### src/rtl/fbp_pkg.sv
package fbp_pkg;

    typedef enum logic [1:0] {
        ERR_NONE      = 2'd0,
        ERR_OVERWRITE = 2'd1,
        ERR_TIMEOUT   = 2'd2,
        ERR_VERIFY    = 2'd3
    } err_e;

    typedef enum logic [2:0] {
        S_IDLE  = 3'd0,
        S_PRE   = 3'd1,
        S_CMD   = 3'd2,
        S_POLL  = 3'd3,
        S_CONF  = 3'd4,
        S_ABORT = 3'd5
    } seq_e;

    typedef enum logic [1:0] {
        B_IDLE   = 2'd0,
        B_SETUP  = 2'd1,
        B_STROBE = 2'd2,
        B_HOLD   = 2'd3
    } bus_e;

    localparam logic [11:0] UNLOCK_A_ADDR = 12'h555;
    localparam logic [11:0] UNLOCK_B_ADDR = 12'h2AA;
    localparam logic [7:0]  UNLOCK_A_DATA = 8'hAA;
    localparam logic [7:0]  UNLOCK_B_DATA = 8'h55;
    localparam logic [7:0]  PROG_SETUP    = 8'hA0;
    localparam logic [7:0]  RESET_CMD     = 8'hF0;

endpackage

### src/rtl/fbp_cmd_table.sv
module fbp_cmd_table
    import fbp_pkg::*;
#(
    parameter int ADDR_W = 20
) (
    input  logic [1:0]        step_i,
    input  logic [ADDR_W-1:0] tgt_addr_i,
    input  logic [7:0]        tgt_data_i,
    output logic [ADDR_W-1:0] cmd_addr_o,
    output logic [7:0]        cmd_data_o
);
    localparam int PAD_W = ADDR_W - 12;

    always_comb begin
        case (step_i)
            2'd0: begin
                cmd_addr_o = {{PAD_W{1'b0}}, UNLOCK_A_ADDR};
                cmd_data_o = UNLOCK_A_DATA;
            end
            2'd1: begin
                cmd_addr_o = {{PAD_W{1'b0}}, UNLOCK_B_ADDR};
                cmd_data_o = UNLOCK_B_DATA;
            end
            2'd2: begin
                cmd_addr_o = {{PAD_W{1'b0}}, UNLOCK_A_ADDR};
                cmd_data_o = PROG_SETUP;
            end
            default: begin
                cmd_addr_o = tgt_addr_i;
                cmd_data_o = tgt_data_i;
            end
        endcase
    end
endmodule

### src/rtl/fbp_bus_engine.sv
module fbp_bus_engine
    import fbp_pkg::*;
#(
    parameter int ADDR_W     = 20,
    parameter int SETUP_CYC  = 1,
    parameter int STROBE_CYC = 3,
    parameter int HOLD_CYC   = 1,
    parameter int READ_CYC   = 2
) (
    input  logic              clk,
    input  logic              rst_n,
    input  logic              req_i,
    input  logic              req_wr_i,
    input  logic [ADDR_W-1:0] req_addr_i,
    input  logic [7:0]        req_data_i,
    output logic              ack_o,
    output logic [7:0]        rdata_o,
    output logic [ADDR_W-1:0] f_addr_o,
    output logic [7:0]        f_dq_o,
    output logic              f_dq_oe_o,
    input  logic [7:0]        f_dq_i,
    output logic              f_ce_n_o,
    output logic              f_we_n_o,
    output logic              f_oe_n_o
);
    localparam int MAX_AB = (SETUP_CYC > STROBE_CYC) ? SETUP_CYC : STROBE_CYC;
    localparam int MAX_CD = (HOLD_CYC > READ_CYC) ? HOLD_CYC : READ_CYC;
    localparam int MAXC   = (MAX_AB > MAX_CD) ? MAX_AB : MAX_CD;
    localparam int CW     = $clog2(MAXC + 1);

    typedef struct packed {
        bus_e              st;
        logic [CW-1:0]     cnt;
        logic              wr;
        logic [ADDR_W-1:0] addr;
        logic [7:0]        dq;
        logic              dq_oe;
        logic              ce_n;
        logic              we_n;
        logic              oe_n;
        logic [7:0]        rdata;
        logic              ack;
    } eng_t;

    eng_t q, n;

    always_comb begin
        n     = q;
        n.ack = 1'b0;
        case (q.st)
            B_IDLE: begin
                if (req_i) begin
                    n.st    = B_SETUP;
                    n.cnt   = CW'(SETUP_CYC - 1);
                    n.wr    = req_wr_i;
                    n.addr  = req_addr_i;
                    n.dq    = req_data_i;
                    n.dq_oe = req_wr_i;
                end
            end
            B_SETUP: begin
                if (q.cnt == '0) begin
                    n.st   = B_STROBE;
                    n.cnt  = q.wr ? CW'(STROBE_CYC - 1) : CW'(READ_CYC - 1);
                    n.ce_n = 1'b0;
                    n.we_n = ~q.wr;
                    n.oe_n = q.wr;
                end else begin
                    n.cnt = q.cnt - 1'b1;
                end
            end
            B_STROBE: begin
                if (q.cnt == '0) begin
                    n.st   = B_HOLD;
                    n.cnt  = CW'(HOLD_CYC - 1);
                    n.ce_n = 1'b1;
                    n.we_n = 1'b1;
                    n.oe_n = 1'b1;
                    if (!q.wr) begin
                        n.rdata = f_dq_i;
                    end
                end else begin
                    n.cnt = q.cnt - 1'b1;
                end
            end
            B_HOLD: begin
                if (q.cnt == '0) begin
                    n.st    = B_IDLE;
                    n.ack   = 1'b1;
                    n.dq_oe = 1'b0;
                end else begin
                    n.cnt = q.cnt - 1'b1;
                end
            end
            default: n.st = B_IDLE;
        endcase
    end

    always_ff @(posedge clk or negedge rst_n) begin
        if (!rst_n) begin
            q      <= '0;
            q.st   <= B_IDLE;
            q.ce_n <= 1'b1;
            q.we_n <= 1'b1;
            q.oe_n <= 1'b1;
        end else begin
            q <= n;
        end
    end

    assign ack_o     = q.ack;
    assign rdata_o   = q.rdata;
    assign f_addr_o  = q.addr;
    assign f_dq_o    = q.dq;
    assign f_dq_oe_o = q.dq_oe;
    assign f_ce_n_o  = q.ce_n;
    assign f_we_n_o  = q.we_n;
    assign f_oe_n_o  = q.oe_n;


    addr_at_fall_chk: assert property (@(posedge clk) disable iff (!rst_n)
        $fell(q.we_n) |-> $stable(q.addr));

    data_at_rise_chk: assert property (@(posedge clk) disable iff (!rst_n)
        $rose(q.we_n) |-> (q.dq_oe && $stable(q.dq)));

    we_inside_ce_chk: assert property (@(posedge clk) disable iff (!rst_n)
        !q.we_n |-> !q.ce_n);

    no_rw_overlap_chk: assert property (@(posedge clk) disable iff (!rst_n)
        !(!q.we_n && !q.oe_n));

    req_when_idle_chk: assert property (@(posedge clk) disable iff (!rst_n)
        req_i |-> (q.st == B_IDLE));
endmodule

### src/rtl/fbp_sequencer.sv
module fbp_sequencer
    import fbp_pkg::*;
#(
    parameter int ADDR_W     = 20,
    parameter int POLL_LIMIT = 16,
    parameter bit PRE_READ   = 1'b1
) (
    input  logic              clk,
    input  logic              rst_n,
    input  logic              start_i,
    input  logic [ADDR_W-1:0] addr_i,
    input  logic [7:0]        data_i,
    output logic              busy_o,
    output logic              done_o,
    output logic              err_o,
    output logic [1:0]        err_code_o,
    output logic              req_o,
    output logic              req_wr_o,
    output logic [ADDR_W-1:0] req_addr_o,
    output logic [7:0]        req_data_o,
    input  logic              ack_i,
    input  logic [7:0]        rdata_i
);
    localparam int PW = $clog2(POLL_LIMIT + 1);

    typedef struct packed {
        seq_e              st;
        logic              pend;
        logic [1:0]        step;
        logic [ADDR_W-1:0] addr;
        logic [7:0]        data;
        logic [PW-1:0]     polls;
        logic              req;
        logic              req_wr;
        logic [ADDR_W-1:0] req_addr;
        logic [7:0]        req_data;
        logic              done;
        logic              err;
        err_e              code;
    } seq_t;

    seq_t q, n;

    logic [ADDR_W-1:0] cmd_addr;
    logic [7:0]        cmd_data;

    fbp_cmd_table #(.ADDR_W(ADDR_W)) cmd_i (
        .step_i     (q.step),
        .tgt_addr_i (q.addr),
        .tgt_data_i (q.data),
        .cmd_addr_o (cmd_addr),
        .cmd_data_o (cmd_data)
    );

    always_comb begin
        n      = q;
        n.req  = 1'b0;
        n.done = 1'b0;
        n.err  = 1'b0;
        case (q.st)
            S_IDLE: begin
                if (start_i) begin
                    n.addr  = addr_i;
                    n.data  = data_i;
                    n.code  = ERR_NONE;
                    n.polls = '0;
                    n.step  = 2'd0;
                    n.pend  = 1'b0;
                    n.st    = PRE_READ ? S_PRE : S_CMD;
                end
            end
            S_PRE: begin
                if (!q.pend) begin
                    n.req = 1'b1; n.req_wr = 1'b0; n.req_addr = q.addr; n.pend = 1'b1;
                end else if (ack_i) begin
                    n.pend = 1'b0;
                    if ((rdata_i & q.data) != q.data) begin
                        n.err  = 1'b1;
                        n.code = ERR_OVERWRITE;
                        n.st   = S_IDLE;
                    end else begin
                        n.st = S_CMD;
                    end
                end
            end
            S_CMD: begin
                if (!q.pend) begin
                    n.req = 1'b1; n.req_wr = 1'b1; n.pend = 1'b1;
                    n.req_addr = cmd_addr;
                    n.req_data = cmd_data;
                end else if (ack_i) begin
                    n.pend = 1'b0;
                    if (q.step == 2'd3) begin
                        n.st = S_POLL;
                    end else begin
                        n.step = q.step + 2'd1;
                    end
                end
            end
            S_POLL: begin
                if (!q.pend) begin
                    n.req = 1'b1; n.req_wr = 1'b0; n.req_addr = q.addr; n.pend = 1'b1;
                end else if (ack_i) begin
                    n.pend = 1'b0;
                    if (rdata_i[7] == q.data[7]) begin
                        n.st = S_CONF;
                    end else if (q.polls == PW'(POLL_LIMIT - 1)) begin
                        n.st = S_ABORT;
                    end else begin
                        n.polls = q.polls + 1'b1;
                    end
                end
            end
            S_CONF: begin
                if (!q.pend) begin
                    n.req = 1'b1; n.req_wr = 1'b0; n.req_addr = q.addr; n.pend = 1'b1;
                end else if (ack_i) begin
                    n.pend = 1'b0;
                    n.st   = S_IDLE;
                    if (rdata_i == q.data) begin
                        n.done = 1'b1;
                    end else begin
                        n.err  = 1'b1;
                        n.code = ERR_VERIFY;
                    end
                end
            end
            S_ABORT: begin
                if (!q.pend) begin
                    n.req = 1'b1; n.req_wr = 1'b1; n.req_addr = q.addr;
                    n.req_data = RESET_CMD; n.pend = 1'b1;
                end else if (ack_i) begin
                    n.pend = 1'b0;
                    n.err  = 1'b1;
                    n.code = ERR_TIMEOUT;
                    n.st   = S_IDLE;
                end
            end
            default: n.st = S_IDLE;
        endcase
    end

    always_ff @(posedge clk or negedge rst_n) begin
        if (!rst_n) begin
            q      <= '0;
            q.st   <= S_IDLE;
            q.code <= ERR_NONE;
        end else begin
            q <= n;
        end
    end

    assign busy_o     = (q.st != S_IDLE);
    assign done_o     = q.done;
    assign err_o      = q.err;
    assign err_code_o = q.code;
    assign req_o      = q.req;
    assign req_wr_o   = q.req_wr;
    assign req_addr_o = q.req_addr;
    assign req_data_o = q.req_data;


    done_err_excl_chk: assert property (@(posedge clk) disable iff (!rst_n)
        !(q.done && q.err));

    poll_bound_chk: assert property (@(posedge clk) disable iff (!rst_n)
        q.polls < PW'(POLL_LIMIT));

    tgt_hold_chk: assert property (@(posedge clk) disable iff (!rst_n)
        (q.st != S_IDLE) |=> ($stable(q.addr) && $stable(q.data)));

    err_has_code_chk: assert property (@(posedge clk) disable iff (!rst_n)
        q.err |-> (q.code != ERR_NONE));
endmodule

### src/rtl/fbp_ctrl.sv
module fbp_ctrl #(
    parameter int ADDR_W     = 20,
    parameter int SETUP_CYC  = 1,
    parameter int STROBE_CYC = 3,
    parameter int HOLD_CYC   = 1,
    parameter int READ_CYC   = 2,
    parameter int POLL_LIMIT = 16,
    parameter bit PRE_READ   = 1'b1
) (
    input  logic              clk,
    input  logic              rst_n,
    input  logic              start_i,
    input  logic [ADDR_W-1:0] addr_i,
    input  logic [7:0]        data_i,
    output logic              busy_o,
    output logic              done_o,
    output logic              err_o,
    output logic [1:0]        err_code_o,
    output logic [ADDR_W-1:0] f_addr_o,
    output logic [7:0]        f_dq_o,
    output logic              f_dq_oe_o,
    input  logic [7:0]        f_dq_i,
    output logic              f_ce_n_o,
    output logic              f_we_n_o,
    output logic              f_oe_n_o
);
    logic              req;
    logic              req_wr;
    logic [ADDR_W-1:0] req_addr;
    logic [7:0]        req_data;
    logic              ack;
    logic [7:0]        rdata;

    fbp_sequencer #(
        .ADDR_W     (ADDR_W),
        .POLL_LIMIT (POLL_LIMIT),
        .PRE_READ   (PRE_READ)
    ) seq_i (
        .clk        (clk),
        .rst_n      (rst_n),
        .start_i    (start_i),
        .addr_i     (addr_i),
        .data_i     (data_i),
        .busy_o     (busy_o),
        .done_o     (done_o),
        .err_o      (err_o),
        .err_code_o (err_code_o),
        .req_o      (req),
        .req_wr_o   (req_wr),
        .req_addr_o (req_addr),
        .req_data_o (req_data),
        .ack_i      (ack),
        .rdata_i    (rdata)
    );

    fbp_bus_engine #(
        .ADDR_W     (ADDR_W),
        .SETUP_CYC  (SETUP_CYC),
        .STROBE_CYC (STROBE_CYC),
        .HOLD_CYC   (HOLD_CYC),
        .READ_CYC   (READ_CYC)
    ) eng_i (
        .clk        (clk),
        .rst_n      (rst_n),
        .req_i      (req),
        .req_wr_i   (req_wr),
        .req_addr_i (req_addr),
        .req_data_i (req_data),
        .ack_o      (ack),
        .rdata_o    (rdata),
        .f_addr_o   (f_addr_o),
        .f_dq_o     (f_dq_o),
        .f_dq_oe_o  (f_dq_oe_o),
        .f_dq_i     (f_dq_i),
        .f_ce_n_o   (f_ce_n_o),
        .f_we_n_o   (f_we_n_o),
        .f_oe_n_o   (f_oe_n_o)
    );
endmodule

### config.mk
export PLATFORM = sky130hd
export DESIGN_NAME = fbp_ctrl
export DESIGN_NICKNAME = d
export VERILOG_FILES = /design/src/rtl/fbp_pkg.sv /design/src/rtl/fbp_cmd_table.sv /design/src/rtl/fbp_bus_engine.sv /design/src/rtl/fbp_sequencer.sv /design/src/rtl/fbp_ctrl.sv
export SDC_FILE = /design/constraint.sdc
export NUM_CORES = 1
export LEC_CHECK = 0
export BUFFER_PORTS_ARGS = -buffer_cell sky130_fd_sc_hd__buf_2
export CAP_MARGIN = 25
export CORE_AREA = 2 2 102 104
export DETAILED_ROUTE_END_ITERATION = 10
export DIE_AREA = 0 0 104 106
export MAX_ROUTING_LAYER = met4
export PLACE_DENSITY = 0.78
export SLEW_MARGIN = 30
export SYNTH_ARGS = -nofsm -noshare
export SYNTH_HDL_FRONTEND = slang
export SYNTH_SLANG_ARGS = --single-unit
### constraint.sdc
create_clock -name clk -period 2.4 [get_ports clk]
set_input_delay 0.12 -clock clk [delete_from_list [all_inputs] [get_ports clk]]
set_output_delay 0.12 -clock clk [all_outputs]
set_load 0.05 [all_outputs]
* After elaboration in Yosys (flattened, before gate mapping)
Cells that the tools add are included.
** Word-level totals
- Register bits after elaboration :: 119
- Output and inout bits :: 37
- Word-level logic and storage cells :: 166
** Cells by class
- Add/sub/neg operators :: 3
- Equal/unequal tests :: 43
- Multiplexer cells :: 64
- Bitwise logic cells :: 2
- Reductions and logical operators :: 30
** Operator list (count)
- 22-bit case mux with 3 select lines :: 1
- 30-bit two-way mux :: 2
- 3-bit two-way mux :: 14
- 20-bit case mux with 2 select lines :: 1
- 39-bit two-way mux :: 1
- 34-bit two-way mux :: 1
- 2-bit by 1-bit != test with 1-bit output (second input constant) :: 17
- 8-bit case mux with 3 select lines :: 1
- 2-bit two-way mux :: 11
- 22-bit two-way mux :: 1
- 4-bit two-way mux :: 5
- 5-bit two-way mux :: 4
- 2-bit != test (second input constant) :: 10
- 4-bit case mux with 4 select lines :: 1
- 8-bit case mux with 2 select lines :: 1
- 3-bit case mux with 5 select lines :: 1
- 3-bit AND reduction :: 4
- 11-bit two-way mux :: 1
- 11-bit AND reduction :: 1
- 5-bit case mux with 2 select lines :: 1
- 10-bit AND reduction :: 1
- 2-bit nonzero test :: 5
- 1-bit two-way mux :: 9
- 8-bit bitwise AND :: 1
- 33 further kinds :: 47

* Longest topological paths before layout
- Word-level depth :: 6
- Depth in mapped cells :: 7
- Gate-level depth less buffers :: 7

* Cells and area by module
From an unflattened synthesis, not the netlist that was laid out.
** Second synthesis, totals
- Cell total of the unflattened synthesis :: 559
- Area, all modules :: 6243.5 sq um
** Modules (own cells, without submodules)
- fbp_sequencer :: instances 1, cells each 328, area an instance 3672.3 sq um, seq. area each 1826.8 sq um
- fbp_bus_engine :: instances 1, cells each 178, area an instance 2303.5 sq um, seq. area each 1154.9 sq um
- fbp_cmd_table :: instances 1, cells each 53, area an instance 267.8 sq um, seq. area each 0.0 sq um

* Worst setup path after synthesis
No wires, ideal clock.
- Path kind :: reg-to-reg
- Start :: reg seq_i.q[34] (netlist name)
- End :: reg seq_i.q[37] (netlist name)
- Arrival time :: 1.754 ns
- Data required time :: 2.323 ns
- Setup slack :: 0.568 ns
- Stages on the path, launching flop included :: 8
- Clock period less this slack :: 1.832 ns
- Cell sequence :: dfrtp_1 > ha_1 > and3_1 > ha_1 > nor2_1 > a31oi_2 > or3_1 > a21oi_1
** Between the ends
- Cells in the longest elaborated chain, start to end :: 6
** Ends and longest elaborated chain
- from (decl) :: RTL line fbp_sequencer.sv:42 : seq_t q, n;
- from (signal assigned) :: RTL line fbp_sequencer.sv:149 : q <= n;
- 5-bit by 1-bit adder with 5-bit output :: RTL line fbp_sequencer.sv:110 : n.polls = q.polls + 1'b1;
- 5-bit two-way mux :: RTL line fbp_sequencer.sv:107 : end else if (q.polls == PW'(POLL_LIMIT - 1)) begin
- 5-bit two-way mux :: RTL line fbp_sequencer.sv:105 : if (rdata_i[7] == q.data[7]) begin
- 5-bit two-way mux :: RTL line fbp_sequencer.sv:103 : end else if (ack_i) begin
- 5-bit two-way mux :: RTL line fbp_sequencer.sv:101 : if (!q.pend) begin
- 5-bit case mux with 2 select lines :: RTL line fbp_sequencer.sv:60 : case (q.st)
Parallel ways exist; a longest one is shown, timed or not. The select of a mux whose other input is x is not followed.
A chain may end at the register's enable or synchronous reset.

* Final worst setup path
- Start :: reg seq_i.q[71] (netlist name)
- End :: reg seq_i.q[37] (netlist name)
** Between the ends
- Cells in the longest elaborated chain, start to end :: 3
** Ends and longest elaborated chain (RTL line)
- 3-bit by 2-bit equality test with 1-bit output or 3-bit logical NOT (tied branches) :: fbp_sequencer.sv:60
- 2-bit by 1-bit != test with 1-bit output (no line), or another cell as far along
- 6-bit AND reduction (no line)
Parallel ways exist; a longest one is shown, timed or not.

==> metrics.txt <==
endpoint kind of the worst setup timing path flip-flop; worst-path maximum fanout 20; number of vias in the routed layout 3838; htree depth 4; number of cells in the design after placement between 600 and 700; area of placed instances slightly below 0.006 mm²; global-route usage over all layers about a quarter; cell area power density 1350 mW/mm²; share of the cycle needed by the critical path after routing between 80% and 90%; setup repair bufs after CTS 0; endpoint required time on the critical path around 2800 ps; TritonCTS clock tree yes; count of distinct cell types in the synthesized netlist 53; starting DRC count in detailed routing approximately 350; transition at the pin with the smallest max-transition slack 635 ps; final hold violation count 0; min Tclk post-route around 2000 ps; leftover overflow at the end of global routing 0; clock transition at the register clock pins on the worst setup and hold paths after CTS roughly 60 ps; wire length of the first global-routing pass between 15 and 20 mm; full die area about 0.011 mm²; Fill cells between 700 and 800; Yosys warning total 0; smallest hold slack ~77 ps; Pins Over Slew Limit 0; number of cell rows 37; die extent in y 106 µm; startpoint type of the worst setup path flip-flop; ant diodes 0; area of all sequential standard cells approximately 0.003 mm²; number of global-route vias before repair between 3000 and 4000; drt via density 5.55; critical path class flip-flop to flip-flop; total routed wirelength between 10 and 15 mm; post-synthesis cell count between 400 and 500; final core utilization approximately two thirds; core outline area between 0.009 and 0.01 mm²; relative max-transition margin between 50% and 60%; sum of negative setup slack 0 ps; top-level port count 76; Fmax achieved 0.486 GHz; setup repair after global routing missed its margin no; final layout net count about 600; Final Instance Area roughly 0.0068 mm²; Clock Sinks ~120; CTS max path bufs 2; post-detailed-route DRC marker count 0; cells along the critical path buf_4, and3b_1, a31oi_2, or3_1, a21oi_1; non-filler cells in the finished layout 692; number of enable flip-flop cells after synthesis 0; Routed WL per cell 17.0 µm; Starting Density between 50% and 60%; remaining number of nets flagged by the antenna check after routing 0; final weighted congestion in routability-driven placement between 0.8 and 0.9; part of the Yosys area used for sequential elements between 50% and 60%; status completed; Max VDD drop roughly 0.00072 V; HPWL reported at the end of detailed placement about 7.5 mm; Horiz. Die Dim approximately 100 µm; DRT Pass-1 Iters 4; average cell area after synthesis 12.3 µm²; ys async rst share 100%; Worst-Skew Late Latency approximately 510 ps; top library cells by usage in the layout, fill and taps aside 116 x sky130_fd_sc_hd__dfrtp_1, 74 x sky130_fd_sc_hd__buf_2, 67 x sky130_fd_sc_hd__mux2_2; Clock Root Buffer sky130_fd_sc_hd__clkbuf_8; growth of design area from synthesis to finish 22.3%; final clock skew about 10 ps; Port-buffer cells 75; clock buffer count from CTS 17; most common library cell in the layout ignoring fill and taps sky130_fd_sc_hd__dfrtp_1; Worst path slowest cell sky130_fd_sc_hd__dfrtp_1; Seq cells post-synth roughly 120; Max stage delay on crit path ~730 ps; arrival time of the worst setup path 2490 ps; Synth Net Count about 520; synthesized cell area between 0.005 and 0.006 mm²; antenna violations before repair 0; fraction of layout instances using a drive strength above 1 34.7%; maximum number of pins on one net before global-route repair 47; worst min path class input pin to flip-flop; main flop type after synthesis sky130_fd_sc_hd__dfrtp_1; leakage component of the power 3.26 nW; area of combinational cells with multiple inputs 0.00218 mm²; final number of setup-violating endpoints 0; max-cap violations 0; Resized cells post-CTS 0
==> worst max-delay path: cells and delay by family, from the launching register on <==
| family | cells | cell delay [ps] |
|---|---|---|
| buffers and inverters | 1 | 260 |
| DFF | 1 | 730 |
| AOI/OAI and AO/OA | 2 | 350 |
| and+or+nand+nor | 2 | 640 |
==> logic make-up (layout without fill, tap and decap cells) <==
group / after synthesis / count (layout) / share of synthesized area [%]
compound gates: 84 / 84 / 11.1
flops: 119 / 119 / 53.4
mux: 69 / 69 / 13.9
fa+ha+maj: 22 / 22 / 4.93
buf+inv: 72 / 173 / 7.51
simple gates: 89 / 89 / 9.21
==> layout make-up <==
type	count	share of cell area [%]
multi-input combinational	264	32.0
clock buffer	17	6.07
timing repair buffer	120	12.0
tap	136	2.49
inverter	21	1.15
clock inverter	15	2.62
sequential	119	43.7
==> power breakdown <==
| group | leakage (nW) | switching (W) | internal (W) |
|---|---|---|---|
| Sequential | 1.50 | 0.000597 | 0.00282 |
| Combinational | 1.48 | 0.00193 | 0.00136 |
| Clock | 0.280 | 0.000911 | 0.00158 |
| Total | 3.26 | 0.00344 | 0.00576 |
==> flip-flops by register name, summed over array words and instances (netlist names), 2 cells and up <==
register and flops:
eng_i.f_addr_o 20, seq_i.req_data_o 8, eng_i.q 5, seq_i.q 39, seq_i.req_addr_o 20, eng_i.rdata_o 8
eng_i.f_dq_o 8, seq_i.err_code_o 2
==> final timing paths <==
kind | startpoint | end | slack (ps) | cells after the start
max | seq_i.q[71] | seq_i.q[37] | 340 | 5
max in group asynchronous | rst_n | eng_i.f_oe_n_o | 1370 | 3
min | start_i | seq_i.q[69] | 80 | 4
min reg2reg | seq_i.q[63] | seq_i.req_addr_o[16] | 480 | 1
min in group asynchronous | rst_n | eng_i.f_addr_o[13] | 160 | 2
max reg2reg | seq_i.q[71] | seq_i.q[37] | 340 | 5
==> per-stage QoR <==
step	setup slack [ps]	power [W]
after CTS	278	0.00924
final	343	0.00921
after global routing	189	0.00973
after detailed placement	317	0.00664
after global placement	437	0.00649
after floorplan	568	0.00612
==> cells in the mapped netlist (3+ instances only) <==
master	instances	area, µm²
sky130_fd_sc_hd__ha_1	22	275
sky130_fd_sc_hd__buf_2	11	55.1
sky130_fd_sc_hd__o211ai_1	3	22.5
sky130_fd_sc_hd__clkbuf_1	6	22.5
sky130_fd_sc_hd__or3_1	5	31.3
sky130_fd_sc_hd__o22a_1	3	26.3
sky130_fd_sc_hd__buf_4	32	240
sky130_fd_sc_hd__a221o_1	11	110
sky130_fd_sc_hd__nand4_1	3	18.8
sky130_fd_sc_hd__nor2b_1	6	37.5
sky130_fd_sc_hd__a22o_1	12	105
sky130_fd_sc_hd__dfstp_2	3	78.8
sky130_fd_sc_hd__nor2_1	9	33.8
sky130_fd_sc_hd__nor3_1	7	35.0
sky130_fd_sc_hd__dfrtp_1	116	2900
sky130_fd_sc_hd__a21oi_1	18	90.1
sky130_fd_sc_hd__nand2b_1	10	62.6
sky130_fd_sc_hd__o31ai_1	3	22.5
sky130_fd_sc_hd__mux2_2	67	754
sky130_fd_sc_hd__o41ai_1	3	26.3
sky130_fd_sc_hd__o22ai_1	3	18.8
sky130_fd_sc_hd__inv_1	21	78.8
sky130_fd_sc_hd__nor3b_1	3	22.5
sky130_fd_sc_hd__o21a_1	3	22.5
sky130_fd_sc_hd__nand2_1	27	101
sky130_fd_sc_hd__o21ai_0	13	65.1
==> per-layer routing <==
layer | global-route usage, % | up-vias | share of wire [%]
li1 | - | 1787 | -
met1 | 29.7 | 1933 | 45
met2 | 36.9 | 95 | 50
met3 | 6.01 | 23 | 3.8
met4 | 7.82 | 0 | 1.8
met5 | - | - | 0
==> what timing repair did <==
action / in CTS / in global routing
hold endpoints to repair: 80 / 0
setup endpoints to repair: 0 / 0
hold buffers: 37 / 0
No activity file was read; power rests on OpenSTA's default activity.
